<file path="src/rtl/afw_pkg.sv">
package afw_pkg;

    localparam int DW      = 32;
    localparam int HW      = 16;
    localparam int N_ITEMS = 18;
    localparam int IDX_W   = $clog2(N_ITEMS);

    typedef enum logic [1:0] {
        ST_IDLE,
        ST_PUSH,
        ST_FINISH,
        ST_HALT
    } afw_state_t;

    typedef enum logic [2:0] {
        SRC_ZERO,
        SRC_FADDR,
        SRC_STAT,
        SRC_PC,
        SRC_FMT,
        SRC_SR
    } afw_src_t;

    typedef struct packed {
        logic     is_word;
        afw_src_t src;
    } afw_item_t;

    // Frame layout, first pushed item at index 0 (highest address).
    function automatic afw_item_t afw_item(input logic [IDX_W-1:0] idx);
        afw_item_t it;
        if (idx < IDX_W'(8))        it = '{1'b0, SRC_ZERO};
        else if (idx < IDX_W'(10))  it = '{1'b0, SRC_FADDR};
        else if (idx < IDX_W'(13))  it = '{1'b1, SRC_ZERO};
        else if (idx == IDX_W'(13)) it = '{1'b1, SRC_STAT};
        else if (idx == IDX_W'(14)) it = '{1'b0, SRC_FADDR};
        else if (idx == IDX_W'(15)) it = '{1'b0, SRC_PC};
        else if (idx == IDX_W'(16)) it = '{1'b1, SRC_FMT};
        else                        it = '{1'b1, SRC_SR};
        return it;
    endfunction

endpackage

</file>
<file path="src/rtl/afw_status_pack.sv">
module afw_status_pack
    import afw_pkg::*;
(
    input  logic [1:0]    size,
    input  logic          is_write,
    input  logic          is_code,
    input  logic          is_super,
    output logic [HW-1:0] word
);
    logic [1:0] size_fld;
    logic [2:0] mode_fld;

    always_comb begin
        unique case (size)
            2'b00:   size_fld = 2'b01;
            2'b01:   size_fld = 2'b10;
            default: size_fld = 2'b00;
        endcase
        mode_fld = {is_super, is_code, ~is_code};
        word     = '0;
        word[10]  = 1'b1;
        word[8]   = ~is_write;
        word[6:5] = size_fld;
        word[2:0] = mode_fld;
    end
endmodule

</file>
<file path="src/rtl/afw_frame_seq.sv">
module afw_frame_seq
    import afw_pkg::*;
(
    input  logic [IDX_W-1:0] idx,
    output logic             is_word,
    output afw_src_t         src,
    output logic             last
);
    afw_item_t it;

    always_comb begin
        it      = afw_item(idx);
        is_word = it.is_word;
        src     = it.src;
        last    = (idx == IDX_W'(N_ITEMS - 1));
    end
endmodule

</file>
<file path="src/rtl/afw_frame_writer.sv">
module afw_frame_writer
    import afw_pkg::*;
#(
    parameter logic [3:0]  FRAME_FMT  = 4'h7,
    parameter logic [11:0] VEC_OFFSET = 12'h008
) (
    input  logic          clk,
    input  logic          rst_n,
    input  logic          flt_req,
    input  logic [DW-1:0] flt_addr,
    input  logic [1:0]    flt_size,
    input  logic          flt_write,
    input  logic          flt_code,
    input  logic          flt_super,
    input  logic [DW-1:0] sp_in,
    input  logic [HW-1:0] sr_in,
    input  logic [DW-1:0] pc_in,
    output logic          mem_we,
    output logic [DW-1:0] mem_addr,
    output logic [DW-1:0] mem_wdata,
    output logic [3:0]    mem_be,
    output logic [DW-1:0] sp_out,
    output logic          done,
    output logic          halt,
    output logic [HW-1:0] status_word,
    output logic [DW-1:0] fault_addr
);
    localparam logic [HW-1:0] FMT_WORD = {FRAME_FMT, VEC_OFFSET};

    afw_state_t       state, nxt;
    logic [IDX_W-1:0] idx;
    logic [DW-1:0]    sp_r, pc_r, wr_addr;
    logic [HW-1:0]    sr_r, stat_new, half;
    logic             is_word, last, capture;
    afw_src_t         src;

    afw_status_pack u_pack (
        .size     (flt_size),
        .is_write (flt_write),
        .is_code  (flt_code),
        .is_super (flt_super),
        .word     (stat_new)
    );

    afw_frame_seq u_seq (
        .idx     (idx),
        .is_word (is_word),
        .src     (src),
        .last    (last)
    );

    // next state
    always_comb begin
        nxt = state;
        unique case (state)
            ST_IDLE:   if (flt_req) nxt = ST_PUSH;
            ST_PUSH:   if (flt_req) nxt = ST_HALT;
                       else if (last) nxt = ST_FINISH;
            ST_FINISH: nxt = flt_req ? ST_PUSH : ST_IDLE;
            ST_HALT:   nxt = ST_HALT;
        endcase
    end

    // state register
    always_ff @(posedge clk) begin
        if (!rst_n) state <= ST_IDLE;
        else        state <= nxt;
    end

    assign capture = flt_req && (state == ST_IDLE || state == ST_FINISH);
    assign wr_addr = sp_r - (is_word ? DW'(2) : DW'(4));

    // datapath registers
    always_ff @(posedge clk) begin
        if (!rst_n) begin
            idx         <= '0;
            sp_r        <= '0;
            pc_r        <= '0;
            sr_r        <= '0;
            status_word <= '0;
            fault_addr  <= '0;
        end else if (capture) begin
            idx         <= '0;
            sp_r        <= {sp_in[DW-1:1], 1'b0};
            pc_r        <= pc_in;
            sr_r        <= sr_in;
            status_word <= stat_new;
            fault_addr  <= flt_addr;
        end else if (state == ST_PUSH && !flt_req) begin
            idx  <= idx + IDX_W'(1);
            sp_r <= wr_addr;
        end
    end

    // outputs
    always_comb begin
        unique case (src)
            SRC_STAT: half = status_word;
            SRC_FMT:  half = FMT_WORD;
            SRC_SR:   half = sr_r;
            default:  half = '0;
        endcase
        mem_we    = (state == ST_PUSH);
        mem_addr  = wr_addr;
        if (is_word)                mem_wdata = {half, half};
        else if (src == SRC_FADDR)  mem_wdata = fault_addr;
        else if (src == SRC_PC)     mem_wdata = pc_r;
        else                        mem_wdata = '0;
        mem_be    = is_word ? (wr_addr[1] ? 4'b1100 : 4'b0011) : 4'b1111;
        done      = (state == ST_FINISH);
        halt      = (state == ST_HALT);
        sp_out    = sp_r;
    end
endmodule

</file>
<file path="config.mk">
export PLATFORM = sky130hd
export DESIGN_NAME = afw_frame_writer
export DESIGN_NICKNAME = d
export VERILOG_FILES = /design/src/rtl/afw_pkg.sv /design/src/rtl/afw_status_pack.sv /design/src/rtl/afw_frame_seq.sv /design/src/rtl/afw_frame_writer.sv
export SDC_FILE = /design/constraint.sdc
export NUM_CORES = 1
export LEC_CHECK = 0
export BUFFER_PORTS_ARGS = -buffer_cell sky130_fd_sc_hd__buf_2
export CAP_MARGIN = 25
export CORE_ASPECT_RATIO = 1.25
export CORE_MARGIN = 1
export CORE_UTILIZATION = 35
export CTS_CLUSTER_DIAMETER = 30
export DETAILED_ROUTE_END_ITERATION = 7
export PLACE_DENSITY_LB_ADDON = 0.25
export SYNTH_ARGS = -nofsm -noshare
export SYNTH_HDL_FRONTEND = slang
export SYNTH_SLANG_ARGS = --single-unit
</file>
<file path="constraint.sdc">
create_clock -name clk -period 4.4 [get_ports clk]
set_clock_uncertainty 0.2 [all_clocks]
set_input_delay 0.88 -clock clk [delete_from_list [all_inputs] [get_ports clk]]
set_output_delay 0.88 -clock clk [all_outputs]
set_load 0.05 [all_outputs]
</file>
After elaboration in Yosys (flattened, before gate mapping)
Cells that the tools add are included.

word-level totals
  register bits after elaboration = 126
  bits of input ports = 120
  output and inout bits = 151

operators by class
  $add $sub $neg = 2
  order comparisons = 3
  equality and inequality tests = 16
  mux-type cells = 22
  bitwise logic cells = 3
  reduce and logical (&&, ||, !) cells = 9

operator list
  kind                   number
  $mux W32               5
  $pmux W16 S3           1
  $mux W4                8
  $sub A32 B3 Y32        1
  $eq A5 B4 Y1 const B   3
  $lt A5 B4 Y1 const B   3
  $eq A5 B5 Y1 const B   2
  $pmux W2 S4            1
  $eq A3 B2 Y1 const B   2
  $eq A3 B3 Y1 const B   2
  $mux W2                3
  $add A5 B1 Y5 const B  1
  $eq A2 B1 Y1 const B   2
  $eq A2 B2 Y1 const B   2
  $logic_not A2 Y1       2
  $pmux W2 S2            1
  $eq A3 B1 Y1 const B   1
  $mux W3                1
  $ne A3 B2 Y1 const B   1
  $not A1 Y1             3
  $logic_and A1 B1 Y1    2
  $mux W1                2
  $ne A2 B2 Y1 const B   1
  $reduce_and A2 Y1      1
  4 further kinds        4

Logic depth before layout (Yosys ltp)
Gate-level depths: netlist of the first run.

  depth after elaboration = 12
  depth in mapped cells = 15
  depth with buffers taken out = 14

Modules after synthesis
A second synthesis of the first run with hierarchy kept.

unflattened totals
  cell total of the unflattened synthesis = 873
  area, all modules = 6,633.9 µm²

modules (own cells, without submodules)
  module            instances  cells each  area an instance (µm²)  seq. area each (µm²)
  afw_frame_writer  1          846         6,449.9                 2,682.6
  afw_status_pack   1          18          122.6                   0.0
  afw_frame_seq     1          9           61.3                    0.0

Least setup slack after synthesis of the first run
OpenSTA, ideal clock, no wires.

  kind = reg2out
  start = register idx[0]
  end = output mem_addr[31]
  arrival = 4.571 ns
  setup slack = -1.251 ns
  cell stages (with the launch flop) = 15
  path buffers = 0
  path through = dfxtp_1 ha_1 and3_1 ha_1 nand2b_1 o32a_1 nand2_1 ha_1 inv_1 fa_1 or4_1 or2_1 nor3_1 and2_1 xor2_1

on the way
  cells in the longest elaborated chain, start to end = 9
  elaborated cells between the ends (all ways) = 14

ends and longest elaborated chain
  element                   line                    text
  start: declaration        afw_frame_writer.sv:31  logic [IDX_W-1:0] idx;
  start signal: assignment  afw_frame_writer.sv:90  idx <= idx + IDX_W'(1);
  $eq A5 B4 Y1              afw_pkg.sv:37           else if (idx == IDX_W'(15)) it = '{1'b0, SRC_PC};
  $mux W4                   afw_pkg.sv:37
  $mux W4                   afw_pkg.sv:36           else if (idx == IDX_W'(14)) it = '{1'b0, SRC_FADDR};
  $mux W4                   afw_pkg.sv:35           else if (idx == IDX_W'(13)) it = '{1'b1, SRC_STAT};
  $mux W4                   afw_pkg.sv:34           else if (idx < IDX_W'(13)) it = '{1'b1, SRC_ZERO};
  $mux W4                   afw_pkg.sv:33           else if (idx < IDX_W'(10)) it = '{1'b0, SRC_FADDR};
  $mux W4 *                 afw_pkg.sv:32           if (idx < IDX_W'(8)) it = '{1'b0, SRC_ZERO};
  $mux W3 *                 afw_frame_writer.sv:71  assign wr_addr = sp_r - (is_word ? DW'(2) : DW'(4));
  $sub A32 B3 Y32 *         afw_frame_writer.sv:71
  end: declaration          afw_frame_writer.sv:19  output logic [DW-1:0] mem_addr,

Every way passes the cells marked *; elsewhere a longest branch is shown, timed or not.

Final worst setup path of the first run
  start = register idx[0]
  end = output mem_addr[15]

The elaborated chain is that of the path after synthesis.

==> out/results.ini, run 1 <==
[min_path]
min_from = sr_r[10]
min_delay_path_depth = 2
hold_path_class = reg2reg

[sta]
fmax_ghz = 0.201
maxSlewHeadroom_pct = 31.5
slew_violations = 0
tightestPinTransition_ps = 1020
setup_tns_ps = -8860
hold_viol_final = 0
timing.final.ws_setup_ps = -573
rsz0062_at_grt = yes
setup_viol = 24
finalCriticalPeriod_ps = 4970
min_period_over_period_pct = 113

[global_route]
grtUsageMet1_pct = 27.0
grt.overflow.total = 0
met3_usage_pct = 6.42
grt_use_met2_pct = 42.5
antenna_found_initial = 2
grt_busiest_layer = met2
grt_pass1_vias = 6521
grt_max_degree = 118
gr-usage-all-layers_pct = 24.1
grt_pass1_wl_mm = 34.6

[final_layout]
drive_gt1_share_pct = 38.3
seq_area_um2 = 2510
num-fill-cells = 1679
areaGrowthSynthToFinish_pct = 48.9
layout_commonest_cell = buf_2
multiInputGateArea_um2 = 3990
final_cell_mix = buf_2, nand2_1, dfxtp_1
finalNetCount = 1226

[critical_path]
reg2reg_depth = 16
crit_path_end_kind = output port
cp-start-kind = flop
arrival_ps = 3890
crit_fanout = 5
crit_required_ps = 3320
r2r-start = idx[0]
crit_type = reg2out
startpoint = idx[0]
regToRegEndpoint = sp_out[19]
endpoint = mem_addr[15]
ff2ff_setup_slack_ps = 490

[clocking]
htree_levels = 4
cts-root-buf = clkbuf_16
cts_tree = done
cts.sinks = 125
numCtsBuffers = 17
clockBufferDepth = 2
holdBufCountCts = 0
clk_pin_slew_worst_paths_ps = 60
insertion_delay_ps = 420

[yosys]
synth-edff-count = 0
synth_top_area_share_pct = 39.8
ys_types = 62
syn_area_um2 = 6290
async_reset_ff_share_pct = 0
synth_top_area_cell = dfxtp_1
synth.area.top_cells = dfxtp_1, nand2_1, a21oi_1, a221o_1, clkbuf_1
synthFlopType = dfxtp_1
yosysWarnings = 0
yosys_register_bits = 125
syn_area_per_cell_um2 = 7.61
synth_cells = 826
ys_seq_area_share_pct = 39.8

[detailed_routing]
wl_mm = 22.9
num_vias = 7002
drc = 0
wl_per_cell_um = 17.2
ant_nets = 0
dr.pass1.iters = 5
drt_iter0_drc = 424
viasPerCell = 5.24

[die]
initial_core_util_pct = 35.9
rows = 54
core-area_um2 = 17500
dieArea_um2 = 18500
die_y_um = 152
fp.dieW_um = 122
pin_count = 271

[power_and_ir_drop]
ir_worst_vdd_uv = 242
power_uw = 3940
power_density_nw_per_um2 = 421
leakage_uw = 0.00428

[placed_design]
hpwl_mm = 15.7
place.port_buffers = 258
routabilityCongestion = 0.792

[status]
status = finished with violations
violations = setup timing

[job]
maxCapViolations = 0

-- repair_timing --
action | 4_1_cts | 5_1_grt
pin swaps | 6 | 18
buffers inserted | 11 | 6
endpoints found under the setup margin | 25 | 28
gates cloned | 1 | 0
gates resized for setup | 60 | 22
-- metal layers --
| layer | share of wire [%] | up-vias |
|---|---|---|
| li1 | - | 3417 |
| met1 | 39 | 3237 |
| met2 | 50 | 310 |
| met3 | 8.0 | 38 |
| met4 | 2.7 | 0 |
| met5 | 0 | - |
-- power by group --
group          switching (uW)  total [uW]  internal [uW]
registers                82.8        1280           1200
logic                     825        1270            441
clock network             583        1390            812
total                    1490        3940           2450
-- cells by family after synthesis --
family	count (synthesis)	synth area share, %
DFF	125	39.8
other	1	0.0596
and+or+nand+nor	354	25.4
buffers and inverters	87	6.11
xor gates and xnor gates	27	3.88
AOI/OAI and AO/OA	223	22.9
adders and majority gates	9	1.91
-- per-stage QoR --
stage               std cells  cell area [um^2]  hold slack [ps]  utilization, %  worst slack, ps
floorplan                 836              6700              236               -             -487
global placement         1285              8330              242            47.6             -181
detailed placement       1285              8330              247            47.6             -214
CTS                      1329              9230              255            52.7             -588
global route             1335              9360              273            53.5             -704
finish                   1336              9370              253            53.5             -573
-- registers in the layout, summed over array words and instances, names as in the netlist --
register	flops
fault_addr	32
pc_r	32
sp_out	31
sr_r	16
status_word	7
idx	5
state	2
-- area by class of cell --
type,instances,share of cell area [%]
diodes,2,0.0534
multi-input cells,625,42.6
well taps,224,2.99
clock buffers,18,4.69
flip-flops and latches,125,26.8
clock inverters,14,1.54
inverters,12,0.548
repair buffers,316,20.8
-- cell usage after synthesis (all sizes together) (3+ instances only) --
master / instances
a211oi: 3
a21o: 3
a21oi: 117
a221o: 23
a222oi: 4
a22o: 7
a22oi: 17
a31o: 5
a31oi: 4
and2: 4
and3: 3
buf: 18
clkbuf: 57
dfxtp: 125
ha: 8
inv: 12
nand2: 217
nand2b: 3
nand3: 14
nand4: 3
nor2: 45
nor2b: 6
nor3: 16
nor4: 10
o21a: 3
o21ai: 17
o31a: 5
or2: 6
or3: 7
or4: 11
xnor2: 10
xor2: 17
-- worst max-delay path, cell delays in order, from the launching register on --
cell and delay, ps:
dfxtp_4 360, ha_4 160, and3_4 180, ha_4 150, nand2b_4 120, o32a_1 320
nand2_2 120, ha_4 150, clkinvlp_4 80, fa_2 330, or4_4 480, or2_4 320
buf_4 160, nor3_4 210, xor2_4 170, buf_6 170
-- worst min-delay path by stage --
stage               end  slack [ps]
2_1_floorplan   sr_r[0]         240
3_3_place_gp    sr_r[8]         240
3_5_place_dp    pc_r[4]         250
4_1_cts        sr_r[11]         250
5_1_grt         sr_r[5]         270
6_report       sr_r[10]         250
Note: power is estimated with default switching activity, not from simulation.
==> inputs of run 2 (changes only) <==
- SKIP_CTS_REPAIR_TIMING: not set -> 1
==> run 2 against run 1 <==
Compared with the run above: the run still ends with setup timing left; clock power about the same; count of clock-buffer cells in the layout unchanged; combinational power decreased by 4%; cell area decreased by 1.3%; sequential power about the same; setup slack got worse by 60 ps; critical endpoint is now mem_addr[21].
==> out/results.ini, run 2 (synthesis gave the netlist of run 1 again) <==
[sta]
setup_tns_ps = -7960
min_period_over_period_pct = 114
timing.final.ws_setup_ps = -633
finalCriticalPeriod_ps = 5030
tightestPinTransition_ps = 1040
fmax_ghz = 0.199
setup_viol = 24
rsz0062_at_grt = yes
maxSlewHeadroom_pct = 30.5
holdWs_ps = 254
hold_viol_final = 0
slew_violations = 0

[global_route]
grt_pass1_vias = 6359
gr-usage-all-layers_pct = 23.7
grt_pass1_wl_mm = 34.0
antenna_found_initial = 2
grt_max_degree = 118
grt.overflow.total = 0

[clocking]
cts_tree = done
numCtsBuffers = 17
clockBufferDepth = 2
htree_levels = 4
clk_pin_slew_worst_paths_ps = 60
insertion_delay_ps = 420
cts.sinks = 125
cts-root-buf = clkbuf_16

[placed_design]
hpwl_mm = 15.7
place.port_buffers = 258
placed_cell_area_um2 = 8330
routabilityCongestion = 0.792

[die]
initial_core_util_pct = 35.9
dieArea_um2 = 18500
rows = 54
pin_count = 271
core-area_um2 = 17500
fp.dieW_um = 122
die_y_um = 152

[critical_path]
crit_fanout = 5
cp-start-kind = flop
endpoint = mem_addr[21]
startpoint = idx[0]
crit_path_end_kind = output port
ff2ff_setup_slack_ps = 410
crit_required_ps = 3320
regToRegEndpoint = sp_out[19]
reg2reg_depth = 17
crit_type = reg2out
r2r-start = idx[0]
arrival_ps = 3950

[detailed_routing]
num_vias = 6948
drt_iter0_drc = 453
ant_nets = 0
dr.pass1.iters = 6
wl_per_cell_um = 17.1
drc = 0
wl_mm = 22.7
viasPerCell = 5.23

[power_and_ir_drop]
leakage_uw = 0.00422
power_density_nw_per_um2 = 422
ir_worst_vdd_uv = 241

[final_layout]
drive_gt1_share_pct = 37.6
final_cell_mix = buf_2, nand2_1, dfxtp_1
areaGrowthSynthToFinish_pct = 47.0
layout_commonest_cell = buf_2
finalNetCount = 1218
fin_area_um2 = 9240

[status]
violations = setup timing
status = finished with violations

[min_path]
min_from = sr_r[10]
hold_path_class = reg2reg

[job]
maxCapViolations = 0

run 2: area by class of cell:
class                   count  area (um^2)
well taps                 224          280
multi-input cells         625         3960
diodes                      2         5.00
fillers                  1687         8260
inverters                  12         51.3
repair buffers            308         1860
flip-flops and latches    125         2500
clock buffers              18          439
clock inverters            14          144
run 2: metrics by stage:
step / worst slack (ps) / instances / utilization, % / total power (uW)
after floorplan: -487 / 836 / - / 2110
after global placement: -181 / 1285 / 47.6 / 2410
after detailed placement: -214 / 1285 / 47.6 / 2420
after CTS: -675 / 1317 / 51.0 / 3810
after global routing: -734 / 1327 / 52.8 / 4060
final: -633 / 1328 / 52.8 / 3900
run 2: critical path, cell delays in order (launching register included):
cell and delay, ps:
dfxtp_2 340, ha_4 160, and3_4 180, ha_4 150, nand2b_4 120, o32a_1 320, nand2_2 130, ha_4 150
clkinvlp_4 80, fa_2 330, or4_4 460, buf_4 170, or2_4 270, o31a_1 260, or2_4 260, buf_12 150
run 2: per-layer routing:
layer  track usage (%)  vias up  share of wire (%)
met1              26.7     3221                 40
met2              42.3      291                 50
met5                 0        -                  0
met3              6.23       37                7.9
met4              7.88        0                2.2
li1                  -     3399                  -
run 2: power by group:
part           internal, uW  switching, uW
combinational           412            809
clock                   812            582
sequential             1200           82.3
run 2: worst min path at each step:
| stage | to | slack, ps | cells after the start |
|---|---|---|---|
| 4_1_cts | sr_r[11] | 250 | 2 |
| 6_report | sr_r[10] | 250 | 2 |
| 2_1_floorplan | sr_r[0] | 240 | 2 |
| 5_1_grt | sr_r[5] | 270 | 2 |
| 3_5_place_dp | pc_r[4] | 250 | 2 |
| 3_3_place_gp | sr_r[8] | 240 | 2 |
